--- src/rtl/iec_pkg.sv ---
package iec_pkg;
    localparam int unsigned WORD_W = 32;
    localparam int unsigned PRIM_W = 6;
    localparam int unsigned XO_W   = 10;
    localparam int unsigned SPR_W  = 10;
    localparam int unsigned HALF_W = SPR_W / 2;

    typedef enum logic [2:0] {
        CZ_NONE    = 3'd0,
        CZ_ILLEGAL = 3'd1,
        CZ_PRIV    = 3'd2,
        CZ_TRAP    = 3'd3,
        CZ_SYSCALL = 3'd4,
        CZ_FLOAT   = 3'd5
    } cause_e;

    // one bit per unimplemented primary opcode
    localparam logic [63:0] PRIM_BAD_MASK = 64'h7700_0000_0040_0077;

    localparam logic [PRIM_W-1:0] P_TWI = 6'd3;
    localparam logic [PRIM_W-1:0] P_SC  = 6'd17;
    localparam logic [PRIM_W-1:0] P_BR  = 6'd19;
    localparam logic [PRIM_W-1:0] P_EXT = 6'd31;

    localparam logic [XO_W-1:0] X_TW     = 10'd4;
    localparam logic [XO_W-1:0] X_RFI    = 10'd50;
    localparam logic [XO_W-1:0] X_MFMSR  = 10'd83;
    localparam logic [XO_W-1:0] X_MTMSR  = 10'd146;
    localparam logic [XO_W-1:0] X_MTSR   = 10'd210;
    localparam logic [XO_W-1:0] X_MTSRI  = 10'd242;
    localparam logic [XO_W-1:0] X_TLBIE  = 10'd306;
    localparam logic [XO_W-1:0] X_MFSPR  = 10'd339;
    localparam logic [XO_W-1:0] X_MFTB   = 10'd371;
    localparam logic [XO_W-1:0] X_MTSPR  = 10'd467;
    localparam logic [XO_W-1:0] X_DCBI   = 10'd470;
    localparam logic [XO_W-1:0] X_TLBSY  = 10'd566;
    localparam logic [XO_W-1:0] X_MFSR   = 10'd595;
    localparam logic [XO_W-1:0] X_MFSRI  = 10'd659;

    typedef struct packed {
        logic bad_prim;
        logic priv_fixed;
        logic mv_to;
        logic mv_from;
        logic tb_read;
        logic sys_call;
        logic trap_op;
    } op_t;

    typedef struct packed {
        logic known;
        logic sup_only;
        logic read_only;
        logic tb_ok;
    } reg_cls_t;

    typedef struct packed {
        logic   vld;
        cause_e cause;
        logic   supp;
    } res_t;
endpackage

--- src/rtl/iec_op_decode.sv ---
module iec_op_decode
    import iec_pkg::*;
(
    input  logic [WORD_W-1:0] word,
    output op_t               op,
    output logic [SPR_W-1:0]  reg_num
);
    logic [PRIM_W-1:0] prim;
    logic [XO_W-1:0]   xo;
    logic              ext;

    always_comb begin
        prim    = word[WORD_W-1 -: PRIM_W];
        xo      = word[XO_W:1];
        ext     = (prim == P_EXT);
        reg_num = {word[11 +: HALF_W], word[11 + HALF_W +: HALF_W]};

        op            = '0;
        op.bad_prim   = PRIM_BAD_MASK[prim];
        op.mv_to      = ext && (xo == X_MTSPR);
        op.mv_from    = ext && (xo == X_MFSPR);
        op.tb_read    = ext && (xo == X_MFTB);
        op.sys_call   = (prim == P_SC);
        op.trap_op    = (prim == P_TWI) || (ext && (xo == X_TW));
        op.priv_fixed = ((prim == P_BR) && (xo == X_RFI)) ||
                        (ext && (xo inside {X_DCBI, X_MFMSR, X_MTMSR, X_MFSR,
                                            X_MFSRI, X_MTSR, X_MTSRI, X_TLBIE,
                                            X_TLBSY}));
    end
endmodule

--- src/rtl/iec_reg_class.sv ---
module iec_reg_class
    import iec_pkg::*;
#(
    parameter int unsigned RW = SPR_W
) (
    input  logic [RW-1:0] reg_num,
    output reg_cls_t      cls
);
    localparam int unsigned BAT_LO = 528;
    localparam int unsigned BAT_HI = 543;

    logic user_ok;
    logic sup_set;

    always_comb begin
        user_ok = reg_num inside {RW'(1), RW'(8), RW'(9)};
        sup_set = (reg_num inside {RW'(18), RW'(19), RW'(22), RW'(25), RW'(26),
                                   RW'(272), RW'(273), RW'(274), RW'(275),
                                   RW'(284), RW'(285), RW'(287),
                                   RW'(1008), RW'(1009)}) ||
                  ((reg_num >= RW'(BAT_LO)) && (reg_num <= RW'(BAT_HI)));
        cls.known     = user_ok || sup_set;
        cls.sup_only  = sup_set;
        cls.read_only = reg_num inside {RW'(287), RW'(1009)};
        cls.tb_ok     = reg_num inside {RW'(268), RW'(269)};
    end
endmodule

--- src/rtl/iec_prio.sv ---
module iec_prio
    import iec_pkg::*;
(
    input  logic   f_illegal,
    input  logic   f_priv,
    input  logic   f_sys,
    input  logic   f_trap,
    input  logic   f_float,
    output cause_e cause
);
    always_comb begin
        if (f_illegal)    cause = CZ_ILLEGAL;
        else if (f_priv)  cause = CZ_PRIV;
        else if (f_sys)   cause = CZ_SYSCALL;
        else if (f_trap)  cause = CZ_TRAP;
        else if (f_float) cause = CZ_FLOAT;
        else              cause = CZ_NONE;
    end
endmodule

--- src/rtl/insn_exc_classifier.sv ---
module insn_exc_classifier
    import iec_pkg::*;
(
    input  logic        clk,
    input  logic        rst_n,
    input  logic        in_valid,
    input  logic [31:0] in_word,
    input  logic        user_mode,
    input  logic        fp_exc_en,
    input  logic        fp_exc_flag,
    input  logic        trap_taken,
    output logic        out_valid,
    output logic [2:0]  cause,
    output logic        suppress_wr
);
    op_t              op;
    logic [SPR_W-1:0] reg_num;
    reg_cls_t         cls;
    cause_e           pri_cause;
    logic             f_illegal, f_priv, f_sys, f_trap, f_float, ro_write;
    res_t             res_d, res_q;

    iec_op_decode u_dec (
        .word    (in_word),
        .op      (op),
        .reg_num (reg_num)
    );

    iec_reg_class #(.RW(SPR_W)) u_cls (
        .reg_num (reg_num),
        .cls     (cls)
    );

    always_comb begin
        f_illegal = op.bad_prim ||
                    ((op.mv_to || op.mv_from) && !cls.known) ||
                    (op.tb_read && !cls.tb_ok);
        f_priv    = user_mode &&
                    (op.priv_fixed || ((op.mv_to || op.mv_from) && cls.sup_only));
        f_sys     = op.sys_call;
        f_trap    = op.trap_op && trap_taken;
        f_float   = fp_exc_flag && fp_exc_en;
        ro_write  = !user_mode && op.mv_to && cls.read_only;
    end

    iec_prio u_prio (
        .f_illegal (f_illegal),
        .f_priv    (f_priv),
        .f_sys     (f_sys),
        .f_trap    (f_trap),
        .f_float   (f_float),
        .cause     (pri_cause)
    );

    always_comb begin
        res_d = '0;
        if (in_valid) begin
            res_d.vld   = 1'b1;
            res_d.cause = pri_cause;
            res_d.supp  = ro_write;
        end
    end

    always_ff @(posedge clk or negedge rst_n) begin
        if (!rst_n) res_q <= '0;
        else        res_q <= res_d;
    end

    assign out_valid   = res_q.vld;
    assign cause       = res_q.cause;
    assign suppress_wr = res_q.supp;
endmodule

--- config.mk ---
export PLATFORM = sky130hd
export DESIGN_NAME = insn_exc_classifier
export DESIGN_NICKNAME = d
export VERILOG_FILES = /design/src/rtl/iec_pkg.sv /design/src/rtl/iec_op_decode.sv /design/src/rtl/iec_reg_class.sv /design/src/rtl/iec_prio.sv /design/src/rtl/insn_exc_classifier.sv
export SDC_FILE = /design/constraint.sdc
export NUM_CORES = 1
export LEC_CHECK = 0
export ABC_AREA = 1
export BUFFER_PORTS_ARGS = -buffer_cell sky130_fd_sc_hd__buf_4
export CAP_MARGIN = 0
export CORE_MARGIN = 2
export CORE_UTILIZATION = 39
export CTS_BUF_LIST = sky130_fd_sc_hd__clkbuf_8 sky130_fd_sc_hd__clkbuf_16
export DETAILED_ROUTE_END_ITERATION = 8
export GPL_ROUTABILITY_DRIVEN = 0
export PLACE_DENSITY_LB_ADDON = 0.05
export SLEW_MARGIN = 20
export SYNTH_ARGS = -nofsm -noshare
export SYNTH_HDL_FRONTEND = slang
export SYNTH_SLANG_ARGS = --single-unit
--- constraint.sdc ---
create_clock -name clk -period 0.8 [get_ports clk]
set_clock_uncertainty 0.2 [all_clocks]
set_input_delay 0 -clock clk [delete_from_list [all_inputs] [get_ports clk]]
set_output_delay 0 -clock clk [all_outputs]
set_load 0.02 [all_outputs]
# ---- Word level (Yosys, flattened, before mapping)
# Memories as Yosys holds them, arrays and structs flattened.
# Cells that the tools add are included.
# W data, S select, Z words.
dict set report totals {
  romBits 64
  mem_count 1
  register_bits 5
  out_inout_bits 5
}
# name depth word_bits rd rd_clocked_by_memory_dff write_ports line
set memory_table {}
lappend memory_table {{(no name shown)} 64 1 1 0 0 iec_op_decode.sv:19} ;# op.bad_prim = PRIM_BAD_MASK[prim];
dict set report classes {
  magnitude_cmp 3
  n_mux 7
  reduce_logical 31
  n_eq_ne 37
}
# operator n
set op_table {}
lappend op_table {{$eq A10 B9 Y1 const B} 14}
lappend op_table {{$eq A10 B10 Y1 const B} 5}
lappend op_table {{$eq A10 B5 Y1 const B} 5}
lappend op_table {{$eq A10 B8 Y1 const B} 3}
lappend op_table {{$eq A10 B4 Y1 const B} 2}
lappend op_table {{$eq A6 B5 Y1 const B} 3}
lappend op_table {{$logic_and A1 B1 Y1} 15}
lappend op_table {{$mux W3} 5}
lappend op_table {{$reduce_bool A14 Y1} 1}
lappend op_table {{$eq A10 B1 Y1 const B} 1}
lappend op_table {{$eq A10 B3 Y1 const B} 1}
lappend op_table {{$eq A10 B6 Y1 const B} 1}
lappend op_table {{$eq A10 B7 Y1 const B} 1}
lappend op_table {{$ge A10 B10 Y1 const B} 1}
lappend op_table {{$le A10 B10 Y1 const B} 1}
lappend op_table {{$reduce_bool A9 Y1} 1}
lappend op_table {{$logic_or A1 B1 Y1} 8}
lappend op_table {{$lt A6 B7 Y1 const B} 1}
lappend op_table {{$eq A6 B2 Y1 const B} 1}
lappend op_table {{$mux W5} 1}
lappend op_table {{$reduce_bool A2 Y1} 2}
lappend op_table {{$logic_not A1 Y1} 3}
lappend op_table {{$reduce_bool A3 Y1} 1}
lappend op_table {{$mux W1} 1}

# ---- Longest topological paths before layout
# Gate-level depths: netlist of run 1.
dict set report depth {
  ltp_word 10
  mapped_depth 12
}

# ---- Modules after synthesis
# Synthesis of run 1 repeated with hierarchy kept, for this count alone.
dict set report unflattened {
  hier_cells 183
  hier_area_um2 925.9
}
# module instances area_per_inst_um2 cells_each
set by_module_without_submodules {}
lappend by_module_without_submodules {iec_op_decode 1 414.1 87}
lappend by_module_without_submodules {iec_reg_class 1 255.2 59}
lappend by_module_without_submodules {insn_exc_classifier 1 209.0 26}
lappend by_module_without_submodules {iec_prio 1 47.5 11}

# ---- Worst setup path before layout of run 1
# Ideal clock, no wire load.
dict set report synth_path {
  kind {input-to-reg}
  startpoint {input in_word[4]}
  endpoint {register res_q (netlist bit cause[1])}
  arrival_ns 0.896
  path_slack_ns -0.415
  setup_ns 0.119
  n_path_buf 0
  t_required_ns 0.481
  path_stages 9
  path_cell_list {inv_1 -> nand2_1 -> nor2_1 -> nand2_1 -> nor3_2 -> nand4_1 -> nand2_1 -> nor2_1 -> and2_1}
}
# item line
set synth_rtl {}
lappend synth_rtl {{from (decl)} insn_exc_classifier.sv:7} ;# input logic [31:0] in_word,
lappend synth_rtl {{to (signal assigned)} insn_exc_classifier.sv:66} ;# else res_q <= res_d;
lappend synth_rtl {{to (decl)} insn_exc_classifier.sv:21} ;# res_t res_d, res_q;

==> key figures, run 1 <==
Cells and area
  – Share of layout cells above drive strength 1: 56.3%
  – Design area: 0.00167 mm^2
  – Layout Area Growth over Synthesis: 110%
  – NumNets Final: 255
  – Diodes inserted: 0
  – Seq. cell area: 125 um^2
  – Multi-input gate area: 853 um^2
  – Final non-filler cell total: 242
  – Fillers: 115
  – Final core utilization: 86.0%

STA
  – Setup TNS Final: -2.11 ns
  – Endpoints failing hold: 10
  – Tcrit/Tclk final: 158%
  – # setup viols final: 9
  – Max-Slew Margin vs Limit: 82.7%
  – Least-Margin Pin Slew: 0.259 ns
  – Fmax: 792 MHz
  – Max-slew violations: 0
  – Worst hold slack: -0.299 ns
  – RSZ-0062 raised after global routing: yes
  – Period minus WS final: 1.26 ns
  – Final worst slack: -0.463 ns

Routing
  – Vias: 1255
  – Residual DRC count: 0
  – Final antenna-violating net count: 0
  – Drt via density: 5.19
  – WL final: 3260 um
  – Routed len/inst: 13.5 um
  – First-pass DRT Iterations: 4
  – Initial DRC count: 38

Synthesis
  – Post-synth top cells: 55 x nand2_1, 31 x nor2_1, 26 x inv_1
  – Seq cells post-synth: 5
  – Post-synth EDFFs: 0
  – Mapped cell area: 793 um^2
  – Post-synthesis simple-gate area fraction: 63.2%
  – Multiplexer area fraction after synthesis: 0%
  – Post-synthesis compound-gate area fraction: 8.20%
  – Library cells used by synthesis: 19
  – Post-Synth XOR/XNOR Area: 0%
  – Adder-Cell Fraction of Synth Area: 0%
  – Cell count after synthesis: 159
  – Count leader, synth: nand2_1
  – Cell taking the most area after synthesis: nand2_1
  – Seq/Total Area, Yosys: 15.8%
  – Top cell type's share of synthesized area: 26.0%
  – Syn_nets: 198
  – Ranking of synthesized cells by area: nand2_1 26%, dfrtp_1 16%, nor2_1 15%, inv_1 12%, nand3_1 8.2%
  – Syn Area/Cell: 4.99 um^2
  – Fraction of registers with async set/reset: 100%
  – Synth Flop Type: dfrtp_1
  – Main combinational cell family by area after synthesis: simple AND/OR/NAND/NOR gates
  – Ys Warns: 0

Job
  – Max Cap Viol: 0

Clock tree
  – CTS root buf: clkbuf_8
  – TritonCTS Buffers: 3
  – # hold bufs at CTS: 1
  – Sink Count: 5
  – H-tree depth: 1
  – CTS max path bufs: 2
  – Clock slew seen by the registers of the worst setup and hold paths: 0.04 ns
  – CTS tree: done

Placed design
  – Cell area after placement: 0.00125 mm^2
  – PortBufs: 37
  – Post-detail-place hpwl: 1860 um
  – Dpl cells: 234

Setup path
  – Setup CP Type: input port to register
  – Worst endpoint required time: 0.74 ns
  – Worst setup path start: in_word[15]
  – Crit Path Max Fanout: 4
  – Critical path arrival: 1.21 ns
  – Crit end category: register
  – CP Launch Type: input port

Global routing
  – Overall Global Routing Usage: 20.1%
  – Total grt overflow: 0
  – Initial antenna violation count: 0
  – Largest net degree at the start of global routing: 7
  – Routing usage on met3: 1.84%
  – Routing usage on met2: 39.0%
  – Busiest layer in global routing: met2
  – Vias in the first global route: 1045
  – Met1 usage: 23.9%
  – First-pass GRT wire length: 4000 um

Die
  – Total Die Area: 0.00241 mm^2
  – Initial Utilization: 40.9%
  – Horiz. Die Dim: 49.1 um
  – Core Box Area: 0.00194 mm^2
  – Row cnt: 16
  – I/O pin total: 44
  – Die Y: 49.1 um

Min path
  – Min-delay src: in_valid
  – Hold Path Depth: 1
  – Worst min-delay path category: input port to register
  – Worst Hold Endpoint: out_valid

Pwr
  – P_int: 888 uW
  – Sw frac: 35.8%
  – Reg power frac: 19.3%
  – Switch Pwr: 495 uW
  – Total power: 1380 uW
  – Pleak: 0.000831 uW
  – Max VDD drop: 0.00102 V
  – P per Cell Area: 829 mW/mm^2
  – Combinational share of power: 46.3%
  – Clock power frac: 34.3%

Run status
  – Failing checks: hold timing, setup timing
  – Status: complete, but fails checks
==> worst max path at each step <==
stage                          end  depth (start not counted)
after floorplan           cause[1]                          8
after global placement    cause[1]                         12
after detailed placement  cause[1]                         12
after CTS                 cause[1]                         13
after global routing      cause[1]                         13
final                     cause[2]                         10
==> state kept, by name (all words and copies together) (netlist names) <==
signal / flops
suppress_wr: 1
out_valid: 1
cause: 3
==> critical path, stage by stage <==
cell     delay [ns]
buf_4          0.13
nor2_2         0.19
nand3_1        0.13
nor2_2         0.15
nor2_4         0.06
nand4_1        0.08
nand2_1        0.07
nor2_1         0.15
nand2_1        0.10
nor2_1         0.14
==> layout make-up <==
class                      count  share of cell area (%)
tap                           27                    2.02
clock inverter                 1                   0.225
sequential                     5                    7.50
clock buffer                   3                    2.47
inverter                      27                    8.17
multi-input combinational    127                    51.1
timing repair buffer          52                    28.5
==> power by group through the flow <==
stage	clock (uW)	combinational, uW	sequential, uW
global route	486	684	269
detailed placement	0	444	268
CTS	466	488	267
floorplan	0	170	279
global placement	0	434	268
finish	475	640	268
==> metrics by stage <==
step / setup slack [ns] / hold WS (ns)
after floorplan: -0.340 / -0.496
after global placement: -0.611 / -0.399
after detailed placement: -0.627 / -0.398
after CTS: -0.345 / -0.303
after global routing: -0.477 / -0.302
final: -0.463 / -0.299
==> layout by cell type, fill, tap and decap left out, types with 2 or more instances in the layout <==
cell      count
nor2_1       13
inv_1        13
nor2_4       11
clkbuf_8      3
nor2_2        8
nand2_4       7
nand4_1       5
nand3_1      11
a21oi_2       2
nor3_1        3
inv_2         5
buf_12        3
nand3_2       2
nand2_2      11
a21oi_1       2
buf_6        10
buf_4        37
nand2_8       2
dfrtp_1       5
inv_4         9
nor3_2        4
nand2_1      37
==> cell families after synthesis <==
family	count (synthesis)
DFF	5
AOI/OAI and AO/OA	10
and+or+nand+nor	117
buffers and inverters	27
==> per-layer routing <==
metal,share of wire (%),up-vias
met5,0,-
met4,3.5,0
met3,5.9,12
met2,54,57
met1,37,567
li1,-,619
==> what timing repair did <==
action	in CTS	in global routing
pin swaps	17	38
endpoints found under the setup margin	9	9
hold endpoints to repair	10	10
gates resized for setup	28	71
buffers inserted	0	3
cloned	0	0
Power figures use the tool's default switching activity.
==> inputs of run 2 (changes only) <==
==> constraint.sdc (replaced) <==
create_clock -name clk -period 0.8 [get_ports clk]
set_clock_uncertainty 0.2 [all_clocks]
set_input_delay 0.08 -clock clk [delete_from_list [all_inputs] [get_ports clk]]
set_output_delay 0.08 -clock clk [all_outputs]
set_load 0.02 [all_outputs]
==> run 2 against run 1 <==
The flow still finishes with violations (hold timing, setup timing). Total power stayed put. Die area is the same. Maximum frequency shrank 6.0%. Sequential power barely moved. Combinational power barely moved. First-iteration DRC count unchanged. Non-clock buffer count unchanged. Sequential share of layout area did not move. Wire length did not move. Cell count unchanged. Count of clock-buffer cells in the layout stayed put. Critical path depth stayed put. Largest cell class unchanged. Largest power group unchanged. Highest routed layer unchanged.
==> key figures, run 2 (synthesized netlist as in run 1, its figures left out) <==
Run status
  – Status: complete, but fails checks
  – Failing checks: hold timing, setup timing

Setup path
  – Worst path top cell family by delay: simple AND/OR/NAND/NOR gates
  – Worst-path cell chain: buf_4, nor2_2, nand3_1, nor2_2, nor2_4, nand4_1, nand2_1, nor2_1, nand2_1, nor2_1
  – Critical Path Max Stage Delay: 0.19 ns (about the same)
  – CP Launch Type: input port
  – Crit Path Max Fanout: 4 (unchanged)
  – Slowest CP cell: nor2_2
  – Crit. path cell count: 10 (unchanged)
  – Crit end category: register
  – Worst Setup EP: cause[2]
  – Critical path arrival: 1.29 ns (+0.08 ns)
  – Worst setup path start: in_word[15]
  – Setup CP Type: input port to register
  – Worst endpoint required time: 0.74 ns (about the same)
  – Worst path buffer plus inverter count: 1 (unchanged)

Global routing
  – Largest net degree at the start of global routing: 7 (unchanged)
  – Busiest layer in global routing: met2
  – Routing usage on met3: 1.84% (unchanged)
  – Total grt overflow: 0 (unchanged)
  – Overall Global Routing Usage: 20.1% (unchanged)
  – Initial antenna violation count: 0 (unchanged)
  – Met1 usage: 23.9% (unchanged)
  – Routing usage on met2: 39.0% (unchanged)
  – Vias in the first global route: 1043 (-0.19%)
  – First-pass GRT wire length: 4000 um (unchanged)

Placed design
  – Setup WS pre-CTS: -0.707 ns (-0.0800 ns)
  – Post-detail-place hpwl: 1860 um (unchanged)
  – PortBufs: 37 (unchanged)

Clock tree
  – CTS root buf: clkbuf_8
  – # hold bufs at CTS: 1 (unchanged)
  – CTS tree: done
  – Clock slew seen by the registers of the worst setup and hold paths: 0.04 ns (about the same)
  – TritonCTS Buffers: 3 (unchanged)
  – H-tree depth: 1 (unchanged)
  – Sink Count: 5 (unchanged)
  – CTS max path bufs: 2 (unchanged)

STA
  – Period minus WS final: 1.34 ns (+0.0800 ns)
  – # setup viols final: 9 (unchanged)
  – Max-Slew Margin vs Limit: 82.7% (unchanged)
  – Least-Margin Pin Slew: 0.259 ns (unchanged)
  – Fmax: 745 MHz (-6.0%)
  – Endpoints failing hold: 4 (-6)
  – Max-slew violations: 0 (unchanged)
  – Tcrit/Tclk final: 168% (+10 points)
  – Worst hold slack: -0.219 ns (+0.0800 ns)
  – RSZ-0062 raised after global routing: yes
  – Final worst slack: -0.543 ns (-0.0800 ns)

Pwr
  – P per Cell Area: 829 mW/mm^2 (unchanged)
  – Pleak: 0.000831 uW (unchanged)
  – Max VDD drop: 0.00102 V (unchanged)

Routing
  – First-pass DRT Iterations: 4 (unchanged)
  – Initial DRC count: 38 (unchanged)
  – Vias: 1255 (unchanged)
  – Drt via density: 5.19 (unchanged)
  – Final antenna-violating net count: 0 (unchanged)
  – WL final: 3260 um (unchanged)
  – Routed len/inst: 13.5 um (unchanged)
  – Residual DRC count: 0 (unchanged)

Cells and area
  – Max FFs per register: 3 (unchanged)
  – NumNets Final: 255 (unchanged)
  – Most frequent cells in the layout: 37 x nand2_1, 37 x buf_4, 13 x inv_1, 13 x nor2_1
  – Diodes inserted: 0 (unchanged)
  – Share of layout cells above drive strength 1: 56.3% (unchanged)
  – Layout Area Growth over Synthesis: 110% (unchanged)

Die
  – Die Y: 49.1 um (unchanged)
  – Initial Utilization: 40.9% (unchanged)
  – Row cnt: 16 (unchanged)
  – Total Die Area: 0.00241 mm^2 (unchanged)
  – I/O pin total: 44 (unchanged)
  – Horiz. Die Dim: 49.1 um (unchanged)
  – Core Box Area: 0.00194 mm^2 (unchanged)

Job
  – Max Cap Viol: 0 (unchanged)

Min path
  – Worst min-delay path category: input port to register
[run 2: cell counts in the layout (fill, tap and decap cells not counted)]
Identical to the previous run, type by type.
[run 2: where the power goes]
part	switching, uW	total, uW	internal (uW)
clock network	144	475	331
registers	4.94	268	263
logic	346	640	295
[run 2: cell type report]
cell class	instances	area, um^2
Multi-Input combinational cell	127	853
Timing Repair Buffer	52	475
Fill cell	115	273
Inverter	27	136
Sequential cell	5	125
Clock buffer	3	41.3
Tap cell	27	33.8
Clock inverter	1	3.75
[run 2: what timing repair did]
| item | CTS | global route |
|---|---|---|
| hold endpoints to repair | 9 | 4 |
| endpoints found under the setup margin | 9 | 9 |
| pin swaps | 17 | 38 |
| buffers inserted | 0 | 3 |
| resized for setup | 28 | 71 |
| gates cloned | 0 | 0 |
[run 2: worst min-delay path by stage]
stage | depth (start not counted) | to | from | slack, ns
floorplan | 0 | cause[0] | rst_n | -0.42
global route | 1 | out_valid | in_valid | -0.22
finish | 1 | out_valid | in_valid | -0.22
CTS | 1 | out_valid | in_valid | -0.22
detailed placement | 1 | out_valid | rst_n | -0.32
global placement | 1 | out_valid | rst_n | -0.32
[run 2: routing by layer]
layer	vias to the layer above	wire, um
met5	-	0
met1	567	1200
met2	57	1750
met3	12	191
met4	0	114
li1	619	-
[run 2: per-stage QoR]
| stage | TNS, ns | total power (uW) | cells | cell area (um^2) | util (%) |
|---|---|---|---|---|---|
| 2_1_floorplan | -1.39 | 449 | 159 | 861 | - |
| 3_3_place_gp | -2.58 | 701 | 234 | 1250 | 64.6 |
| 3_5_place_dp | -2.62 | 712 | 234 | 1250 | 64.6 |
| 4_1_cts | -2.41 | 1220 | 239 | 1400 | 72.1 |
| 5_1_grt | -3.09 | 1440 | 242 | 1670 | 86.0 |
| 6_report | -2.83 | 1380 | 242 | 1670 | 86.0 |
